File: src/rtl/stby_pkg.sv
package stby_pkg;

   typedef enum logic [2:0] {
      ST_RUN      = 3'd0,
      ST_SW_STBY  = 3'd1,
      ST_SETTLE   = 3'd2,
      ST_HW_STBY  = 3'd3,
      ST_RST_HOLD = 3'd4
   } stby_state_e;

endpackage

File: src/rtl/stby_sync.sv
// Multi-stage synchroniser for asynchronous pins, one chain per bit.
module stby_sync #(
   parameter int             W       = 1,
   parameter int             STAGES  = 2,
   parameter logic [W-1:0]   RST_VAL = '0
) (
   input  logic         clk,
   input  logic         rst_n,
   input  logic [W-1:0] d,
   output logic [W-1:0] q
);

   if (STAGES < 2) begin : g_bad_stages
      $error("stby_sync: STAGES must be at least 2");
   end

   logic [W-1:0] chain [STAGES];

   for (genvar i = 0; i < STAGES; i++) begin : g_stage
      if (i == 0) begin : g_first
         always_ff @(posedge clk or negedge rst_n) begin
            if (!rst_n) chain[i] <= RST_VAL;
            else        chain[i] <= d;
         end
      end else begin : g_next
         always_ff @(posedge clk or negedge rst_n) begin
            if (!rst_n) chain[i] <= RST_VAL;
            else        chain[i] <= chain[i-1];
         end
      end
   end

   assign q = chain[STAGES-1];

endmodule

File: src/rtl/stby_wake.sv
// Wake qualification: NMI edge (or level, by option) and qualified IRQ levels.
module stby_wake #(
   parameter int NUM_IRQ  = 6,
   parameter bit NMI_EDGE = 1'b1
) (
   input  logic               clk,
   input  logic               rst_n,
   input  logic               nmi_s,
   input  logic [NUM_IRQ-1:0] irq_s,
   input  logic [NUM_IRQ-1:0] irq_en,
   input  logic [NUM_IRQ-1:0] irq_masked,
   input  logic [NUM_IRQ-1:0] irq_to_dma,
   output logic               wake
);

   logic [NUM_IRQ-1:0] irq_ok;
   logic               nmi_hit;

   for (genvar i = 0; i < NUM_IRQ; i++) begin : g_irq
      assign irq_ok[i] = irq_s[i] & irq_en[i] & ~irq_masked[i] & ~irq_to_dma[i];
   end

   if (NMI_EDGE) begin : g_nmi_edge
      logic nmi_prev;
      always_ff @(posedge clk or negedge rst_n) begin
         if (!rst_n) nmi_prev <= 1'b1;
         else        nmi_prev <= nmi_s;
      end
      assign nmi_hit = nmi_prev & ~nmi_s;
   end else begin : g_nmi_level
      assign nmi_hit = ~nmi_s;
   end

   assign wake = nmi_hit | (|irq_ok);

endmodule

File: src/rtl/stby_timer.sv
// Oscillator settling counter: loads 2^(BASE_EXP+EXP_STEP*sel)-1 on start.
module stby_timer #(
   parameter int SEL_W    = 3,
   parameter int BASE_EXP = 8,
   parameter int EXP_STEP = 2
) (
   input  logic             clk,
   input  logic             rst_n,
   input  logic             start,
   input  logic [SEL_W-1:0] sel,
   output logic             expire,
   output logic             settled
);

   localparam int MAX_EXP = BASE_EXP + EXP_STEP * ((1 << SEL_W) - 1);
   localparam int CW      = MAX_EXP + 1;

   if (BASE_EXP < 1 || EXP_STEP < 0 || MAX_EXP > 30) begin : g_bad_exp
      $error("stby_timer: settling exponent range out of bounds");
   end

   logic [CW-1:0] cnt;
   logic [CW-1:0] load;
   logic          busy;

   always_comb begin
      load = (CW'(1) << (BASE_EXP + EXP_STEP * int'(sel))) - CW'(1);
   end

   always_ff @(posedge clk or negedge rst_n) begin
      if (!rst_n) begin
         cnt  <= '0;
         busy <= 1'b0;
      end else if (start) begin
         cnt  <= load;
         busy <= 1'b1;
      end else if (busy) begin
         if (cnt == '0) busy <= 1'b0;
         else           cnt  <= cnt - CW'(1);
      end
   end

   assign expire  = busy && (cnt == '0);
   assign settled = !busy;

endmodule

File: src/rtl/stby_ctrl.sv
module stby_ctrl
   import stby_pkg::*;
#(
   parameter int NUM_IRQ     = 6,
   parameter int SEL_W       = 3,
   parameter int BASE_EXP    = 8,
   parameter int EXP_STEP    = 2,
   parameter int SYNC_STAGES = 2,
   parameter int N_GRP       = 4,
   parameter bit NMI_EDGE    = 1'b1
) (
   input  logic               clk,
   input  logic               rst_n,
   input  logic               sleep_req,
   input  logic               stby_en,
   input  logic [SEL_W-1:0]   settle_sel,
   input  logic               nmi_n,
   input  logic [NUM_IRQ-1:0] irq_lvl,
   input  logic [NUM_IRQ-1:0] irq_en,
   input  logic [NUM_IRQ-1:0] irq_masked,
   input  logic [NUM_IRQ-1:0] irq_to_dma,
   input  logic               res_n,
   input  logic               hwstby_n,
   output logic               osc_en,
   output logic               clk_en,
   output logic [N_GRP-1:0]   periph_rst,
   output logic               int_start,
   output logic               rst_exc_start,
   output logic               sleep_go
);

   if (NUM_IRQ < 1 || NUM_IRQ > 32) begin : g_bad_irq
      $error("stby_ctrl: NUM_IRQ out of range");
   end
   if (N_GRP < 1) begin : g_bad_grp
      $error("stby_ctrl: N_GRP must be at least 1");
   end

   // synchronised pins
   logic [2:0]         pins_s;
   logic [NUM_IRQ-1:0] irq_s;
   logic               nmi_s;
   logic               res_s;
   logic               hw_s;

   stby_sync #(.W(3), .STAGES(SYNC_STAGES), .RST_VAL(3'b111)) u_sync_pin (
      .clk   (clk),
      .rst_n (rst_n),
      .d     ({hwstby_n, res_n, nmi_n}),
      .q     (pins_s)
   );

   stby_sync #(.W(NUM_IRQ), .STAGES(SYNC_STAGES), .RST_VAL('0)) u_sync_irq (
      .clk   (clk),
      .rst_n (rst_n),
      .d     (irq_lvl),
      .q     (irq_s)
   );

   assign nmi_s = pins_s[0];
   assign res_s = pins_s[1];
   assign hw_s  = pins_s[2];

   logic wake;

   stby_wake #(.NUM_IRQ(NUM_IRQ), .NMI_EDGE(NMI_EDGE)) u_wake (
      .clk        (clk),
      .rst_n      (rst_n),
      .nmi_s      (nmi_s),
      .irq_s      (irq_s),
      .irq_en     (irq_en),
      .irq_masked (irq_masked),
      .irq_to_dma (irq_to_dma),
      .wake       (wake)
   );

   logic tmr_start;
   logic tmr_expire;
   logic tmr_settled;

   stby_timer #(.SEL_W(SEL_W), .BASE_EXP(BASE_EXP), .EXP_STEP(EXP_STEP)) u_timer (
      .clk     (clk),
      .rst_n   (rst_n),
      .start   (tmr_start),
      .sel     (settle_sel),
      .expire  (tmr_expire),
      .settled (tmr_settled)
   );

   stby_state_e state, nxt;

   // next-state: hardware standby first, then reset pin, then wake/expiry
   always_comb begin
      nxt       = state;
      tmr_start = 1'b0;
      if (!hw_s) begin
         nxt = ST_HW_STBY;
      end else begin
         unique case (state)
            ST_RUN: begin
               if (!res_s)                    nxt = ST_RST_HOLD;
               else if (sleep_req && stby_en) nxt = ST_SW_STBY;
            end
            ST_SW_STBY: begin
               if (!res_s) begin
                  nxt       = ST_RST_HOLD;
                  tmr_start = 1'b1;
               end else if (wake) begin
                  nxt       = ST_SETTLE;
                  tmr_start = 1'b1;
               end
            end
            ST_SETTLE: begin
               if (!res_s)          nxt = ST_RST_HOLD;
               else if (tmr_expire) nxt = ST_RUN;
            end
            ST_HW_STBY: begin
               nxt       = ST_RST_HOLD;
               tmr_start = 1'b1;
            end
            ST_RST_HOLD: begin
               if (res_s && tmr_settled) nxt = ST_RUN;
            end
            default: nxt = ST_RUN;
         endcase
      end
   end

   always_ff @(posedge clk or negedge rst_n) begin
      if (!rst_n) state <= ST_RUN;
      else        state <= nxt;
   end

   // single-cycle event pulses, registered on the transition
   logic prst_q;

   always_ff @(posedge clk or negedge rst_n) begin
      if (!rst_n) begin
         int_start     <= 1'b0;
         rst_exc_start <= 1'b0;
         sleep_go      <= 1'b0;
         prst_q        <= 1'b0;
      end else begin
         int_start     <= (state == ST_SETTLE)   && (nxt == ST_RUN);
         rst_exc_start <= (state == ST_RST_HOLD) && (nxt == ST_RUN);
         sleep_go      <= (state == ST_RUN) && (nxt == ST_RUN) && sleep_req && !stby_en;
         prst_q        <= (state == ST_RUN) && (nxt == ST_SW_STBY);
      end
   end

   for (genvar g = 0; g < N_GRP; g++) begin : g_prst
      assign periph_rst[g] = prst_q;
   end

   assign osc_en = (state != ST_SW_STBY) && (state != ST_HW_STBY);
   assign clk_en = (state == ST_RUN) || ((state == ST_RST_HOLD) && tmr_settled);

endmodule

File: config.mk
export PLATFORM = sky130hd
export DESIGN_NAME = stby_ctrl
export DESIGN_NICKNAME = d
export VERILOG_FILES = /design/src/rtl/stby_pkg.sv /design/src/rtl/stby_sync.sv /design/src/rtl/stby_wake.sv /design/src/rtl/stby_timer.sv /design/src/rtl/stby_ctrl.sv
export SDC_FILE = /design/constraint.sdc
export NUM_CORES = 1
export LEC_CHECK = 0
export BUFFER_PORTS_ARGS = -buffer_cell sky130_fd_sc_hd__buf_2
export CAP_MARGIN = 5
export CORE_ASPECT_RATIO = 1.1
export CORE_UTILIZATION = 45
export CTS_CLUSTER_DIAMETER = 80
export DETAILED_ROUTE_END_ITERATION = 16
export HOLD_SLACK_MARGIN = 0.05
export PLACE_DENSITY = 0.78
export SYNTH_ARGS = -nofsm -noshare
export SYNTH_HDL_FRONTEND = slang
export SYNTH_HIERARCHICAL = 1
export SYNTH_SLANG_ARGS = --single-unit
File: constraint.sdc
create_clock -name clk -period 2.9 [get_ports clk]
set_input_delay 0.87 -clock clk [delete_from_list [all_inputs] [get_ports clk]]
set_output_delay 0.87 -clock clk [all_outputs]
set_load 0.05 [all_outputs]
# == Word-level counts from Yosys, hierarchy flattened ==
# Cells that the tools add are included.
# word_totals
in_bits,34
ff_bits,50
word_cells,96
out_inout_bits,9
# op_classes
n_eq_ne,8
muxes,19
add_sub_neg,3
shifts,1
bitwise,33
reduce_logical,20
# ops
op,n
2-to-1 mux 23 bit,3
"<< shifter 1 x 32 -> 23 bit, first input constant",1
2-to-1 mux 3 bit,8
zero test 23 bit,1
"subtractor 23 x 1 -> 23 bit, second input constant",1
"subtractor 23 x 2 -> 23 bit, second input constant",1
bitwise AND 1 bit,19
case mux 3 bit (5 select lines),1
inverter 1 bit,13
logical AND 1 bit,11
"equality test 3 x 1 -> 1 bit, second input constant",2
"equality test 3 x 2 -> 1 bit, second input constant",2
zero test 3 bit,2
2-to-1 mux 1 bit,6
OR reduction 6 bit,1
"adder 4 x 4 -> 5 bit, first input constant",1
"equality test 3 bit, second input constant",1
"!= test 3 x 1 -> 1 bit, second input constant",1
"!= test 3 x 2 -> 1 bit, second input constant",1
zero test 1 bit,2
"!= test 2 bit, second input constant",1
case mux 1 bit (2 select lines),1
AND reduction 2 bit,1
nonzero test 2 bit,1
2 further kinds,2

# == Logic depth before layout (Yosys ltp) ==
# depth
depth_word,13
ltp_mapped,11
mapped_depth_nobuf,9

# == By module ==
# The synthesis kept the hierarchy.
# by_module_without_submodules
mod,cells_per_inst,n_inst,area_per_inst_um2,seq_area_each_um2
stby_timer,160,1,1503.9,600.6
stby_ctrl,40,1,390.4,175.2
stby_sync (u_sync_irq),18,1,345.3,300.3
stby_sync (u_sync_pin),9,1,180.2,157.7
stby_wake,13,1,101.3,26.3

# == Worst setup path before layout ==
# No wires, ideal clock.
# synth_path
kind,input to register
from,in irq_en[3]
to,reg u_timer.cnt[7]
cell_stages,8
arrival_time_ns,2.555
required_time_ns,2.768
setup_ns,0.132
n_path_buf,2
slack_ns,0.214
path_cell_list,nor4bb_1 a2111oi_0 nand4_1 nor3b_1 nor3b_1 clkbuf_1 clkbuf_1 or3b_1
# synth_between
elab_chain_len,11
word_cells_on_any_way,13
classes_between,eq/ne (1); mux (5); bitwise (4); reduce/logical (3)
# synth_lines
item,line_no,source
"start, declared",stby_ctrl.sv:19,"input logic [NUM_IRQ-1:0] irq_en,"
bitwise AND 1 bit (*) (3 in a row),stby_wake.sv:20,assign irq_ok[i] = irq_s[i] & irq_en[i] & ~irq_masked[i] & ~irq_to_dma[i];
OR reduction 6 bit (*),stby_wake.sv:34,assign wake = nmi_hit | (|irq_ok);
OR 1 bit (*),stby_wake.sv:34,
net wake,stby_ctrl.sv:64,logic wake;
2-to-1 mux 1 bit (*),stby_ctrl.sv:108,end else if (wake) begin
2-to-1 mux 1 bit (*),stby_ctrl.sv:105,if (!res_s) begin
case mux 1 bit (2 select lines) (*),stby_ctrl.sv:99,unique case (state)
2-to-1 mux 1 bit (*),stby_ctrl.sv:96,if (!hw_s) begin
net tmr_start,stby_ctrl.sv:77,logic tmr_start;
!= test 2 bit (no line) / nonzero test 2 bit (equally long branches),-,
AND reduction 2 bit (no line),-,
"end signal, assigned",stby_timer.sv:35,cnt <= load;
"end signal, assigned",stby_timer.sv:39,else cnt <= cnt - CW'(1);
"end, declared",stby_timer.sv:22,logic [CW-1:0] cnt;
# Mark *: on every way through the listed nets, which the timed path passes. The rest lies on a longest branch.
# A chain may end at the register's enable or synchronous reset.

# == Worst setup path in the final report ==
# Ends and elaborated chain as after synthesis.

==> insert_results.sql <==
INSERT INTO impl_metrics (metric_group, metric, value, unit) VALUES
('global_routing', 'grt_overflow_total', '0', ''),
('power', 'irDropWorstVdd', '0.2357', 'mV'),
('worst_setup_path', 'crit_buf_inv', '2', ''),
('worst_setup_path', 'critPathTopFamily', 'simple AND/OR/NAND/NOR gates', ''),
('outcome', 'status', 'complete, no violations', ''),
('clock_network', 'cts_setup_buffers', '0', ''),
('worst_setup_path', 'critical_path_depth', '8', ''),
('sta', 'hold_violations', '0', ''),
('placed_design', 'hpwl_after_detailed_placement', '3.563', 'mm'),
('worst_setup_path', 'crit_chain', 'buf_2 -> nor4bb_1 -> a2111oi_0 -> nand4_1 -> nor3b_1 -> nor3b_2 -> buf_4 -> or3b_1', ''),
('clock_network', 'ctsHtreeMaxLevel', '2', ''),
('worst_setup_path', 'worstSetupPathType', 'in -> reg', ''),
('worst_setup_path', 'cpMaxStageDelayCell', 'a2111oi_0', ''),
('min_path', 'holdCritStartpoint', 'u_sync_pin/chain[3]', ''),
('logic_synthesis', 'ys_seq_elements', '50', ''),
('sta', 'maxClockFrequency', '371.1', 'MHz'),
('min_path', 'worst_hold_path.endpoint', 'u_sync_pin/q[0]', ''),
('global_routing', 'antenna_violations_before_repair', '0', ''),
('drt', 'routed_wl', '4.902', 'mm'),
('cells_and_area', 'layout.cells.most_common', 'dfrtp_1', ''),
('drt', 'vias', '1957', ''),
('logic_synthesis', 'ys_top_cells_by_area', 'dfrtp_1 43%, dfstp_2 7.3%, buf_4 3.9%, o31a_1 2.8%, nor2_1 2.5%', ''),
('global_routing', 'gr-max-usage-layer', 'met2', ''),
('worst_setup_path', 'crit_path_max_incr_delay', '0.49', 'ns'),
('sta', 'rsz0062_at_grt', 'no', ''),
('cells_and_area', 'drive_gt1_share', '28.78', '%'),
('clock_network', 'cts.reportedPaths.clkPinSlew', '0.09', 'ns'),
('worst_setup_path', 'r2r_slack', '0.40', 'ns'),
('clock_network', 'cts-root-to-sink-buffers', '2', ''),
('die', 'die_h', '80.51', 'um'),
('placed_design', 'port_buffers', '42', ''),
('logic_synthesis', 'ffs_w_async_s_r_synth', '100.0', '%'),
('die', 'core-area', '0.005395', 'mm^2'),
('drt', 'viasPerCell', '5.544', ''),
('logic_synthesis', 'postSynthCellCount', '240', ''),
('logic_synthesis', 'number_of_flops_mapped_to_enable_cells_by_yosys', '0', ''),
('sta', 'skew', '0.006622', 'ns'),
('global_routing', 'maximum_number_of_pins_on_one_net_before_global_route_repair', '51', ''),
('min_path', 'hp-class', 'reg -> reg', ''),
('min_path', 'worst_hold_path.num_cells', '0', ''),
('global_routing', 'first_pass_grt_wire_length', '8.238', 'mm'),
('logic_synthesis', 'post_synth_instance_area', '0.002521', 'mm^2'),
('worst_setup_path', 'worstPathRequired', '3.08', 'ns'),
('worst_setup_path', 'setup.worst_path.end_class', 'flip-flop', ''),
('cells_and_area', 'diodes', '0', ''),
('die', 'design.portCount', '43', ''),
('cells_and_area', 'syn_to_layout_area_delta', '13.35', '%'),
('sta', 'fin_worst_hold_slack', '0.3539', 'ns'),
('clock_network', 'clock_sinks', '50', ''),
('logic_synthesis', 'synth_fp_nets', '276', ''),
('global_routing', 'grt.met2_usage', '31.02', '%'),
('worst_setup_path', 'worstReg2RegEnd', 'u_timer/cnt[7]', ''),
('sta', 'tightest_slew', '0.6074', 'ns'),
('drt', 'detailedRoute.firstIterationViolations', '170', ''),
('die', 'initial_core_util', '46.73', '%'),
('power', 'cellPowerDensity', '542.2', 'mW/mm^2'),
('worst_setup_path', 'setup.worst_path.start_class', 'input port', ''),
('logic_synthesis', 'synthDominantAreaCellType', 'dfrtp_1', ''),
('sta', 'timing.final.ws_setup', '0.2051', 'ns'),
('global_routing', 'first_global_vias', '1899', ''),
('sta', 'timing.final.crit_period', '2.695', 'ns'),
('drt', 'post_drt_wl_per_cell', '13.89', 'um'),
('power', 'power.static_leakage', '1.183', 'nW'),
('clock_network', 'hold_buffers', '0', ''),
('sta', 'finalSetupTns', '0', 'ns'),
('worst_setup_path', 'depth_of_the_most_critical_reg_to_reg_path', '7', ''),
('sta', 'timing.final.crit_share', '92.93', '%'),
('drt', 'drc', '0', ''),
('worst_setup_path', 'timing.critical_path.arrival', '2.87', 'ns'),
('die', 'placementRows', '28', ''),
('sta', 'max_slew_margin', '59.51', '%');
cell type report:
| class | count | area, um^2 |
|---|---|---|
| fillers | 520 | 2537 |
| well taps | 75 | 93.84 |
| flip-flops and latches | 50 | 1260 |
| multi-input cells | 162 | 1097 |
| clock buffers | 6 | 82.58 |
| repair buffers | 52 | 285.3 |
| clock inverters | 2 | 16.27 |
| inverters | 6 | 22.52 |
Yosys cell counts, types with 4 or more instances:
master    instances
dfrtp_1          43
nor2_1           17
buf_4            13
nand2_1          12
nor3_1           11
nor4_1            9
nand2b_1          8
o31a_1            8
clkbuf_1          7
dfstp_2           7
o21a_1            7
a21oi_1           6
inv_1             6
nor3b_1           6
or2_2             5
or3_1             5
nand4_1           4
nor2b_1           4
o211ai_1          4
xnor2_1           4
kinds of logic (layout without fill, tap and decap cells):
| kind of cell | after synthesis | in the layout | share of synthesized area [%] |
|---|---|---|---|
| adders and majority gates | 2 | 2 | 0.9924 |
| buffers and inverters | 28 | 66 | 6.700 |
| and+or+nand+nor | 102 | 102 | 24.17 |
| xor gates and xnor gates | 6 | 6 | 2.084 |
| AOI/OAI and AO/OA | 47 | 47 | 14.24 |
| other | 1 | 1 | 0.1487 |
| DFF | 50 | 50 | 49.98 |
| muxes | 4 | 4 | 1.687 |
metal layers:
metal	vias to the layer above	share of wire, %
li1	937	-
met1	955	44
met2	57	50
met3	8	4.1
met4	0	1.7
met5	-	0
worst max path at each step:
stage                                  to  slack [ns]
after floorplan            u_timer/cnt[7]        0.21
after global placement     u_timer/cnt[7]        0.04
after detailed placement   u_timer/cnt[7]       -0.10
after CTS                  u_timer/cnt[7]        0.18
after global routing      u_timer/cnt[16]        0.10
final                      u_timer/cnt[7]        0.21
worst register-to-register path, cell delays in order (launching register included):
cell       delay, ns
dfstp_2         0.54
inv_1           0.04
a2111oi_0       0.51
nand4_1         0.26
nor3b_1         0.29
nor3b_2         0.14
buf_4           0.21
or3b_1          0.39
power breakdown:
part | total [mW] | leakage [nW] | internal, mW | switching [mW]
combinational | 0.262 | 0.566 | 0.136 | 0.126
clock | 0.424 | 0.0478 | 0.196 | 0.228
sequential | 0.863 | 0.569 | 0.782 | 0.0810
total | 1.55 | 1.18 | 1.11 | 0.435
state kept, by name, indices dropped and copies added (netlist names):
register                    count
u_sync_pin/q                    3
int_start                       1
u_sync_irq/chain                6
prst_q                          1
u_sync_irq/q                    6
u_timer/cnt                    23
u_sync_pin/chain                3
sleep_go                        1
u_timer/busy                    1
rst_exc_start                   1
u_wake/g_nmi_edge.nmi_prev      1
state                           3
per-stage QoR:
stage               util [%]  total power, mW  cells
floorplan                  -            1.054    240
global placement       51.14            1.125    345
detailed placement     51.14            1.139    345
CTS                    52.97            1.564    353
global route           52.97            1.643    353
finish                 52.97            1.550    353
(Power assumes the default switching activity.)
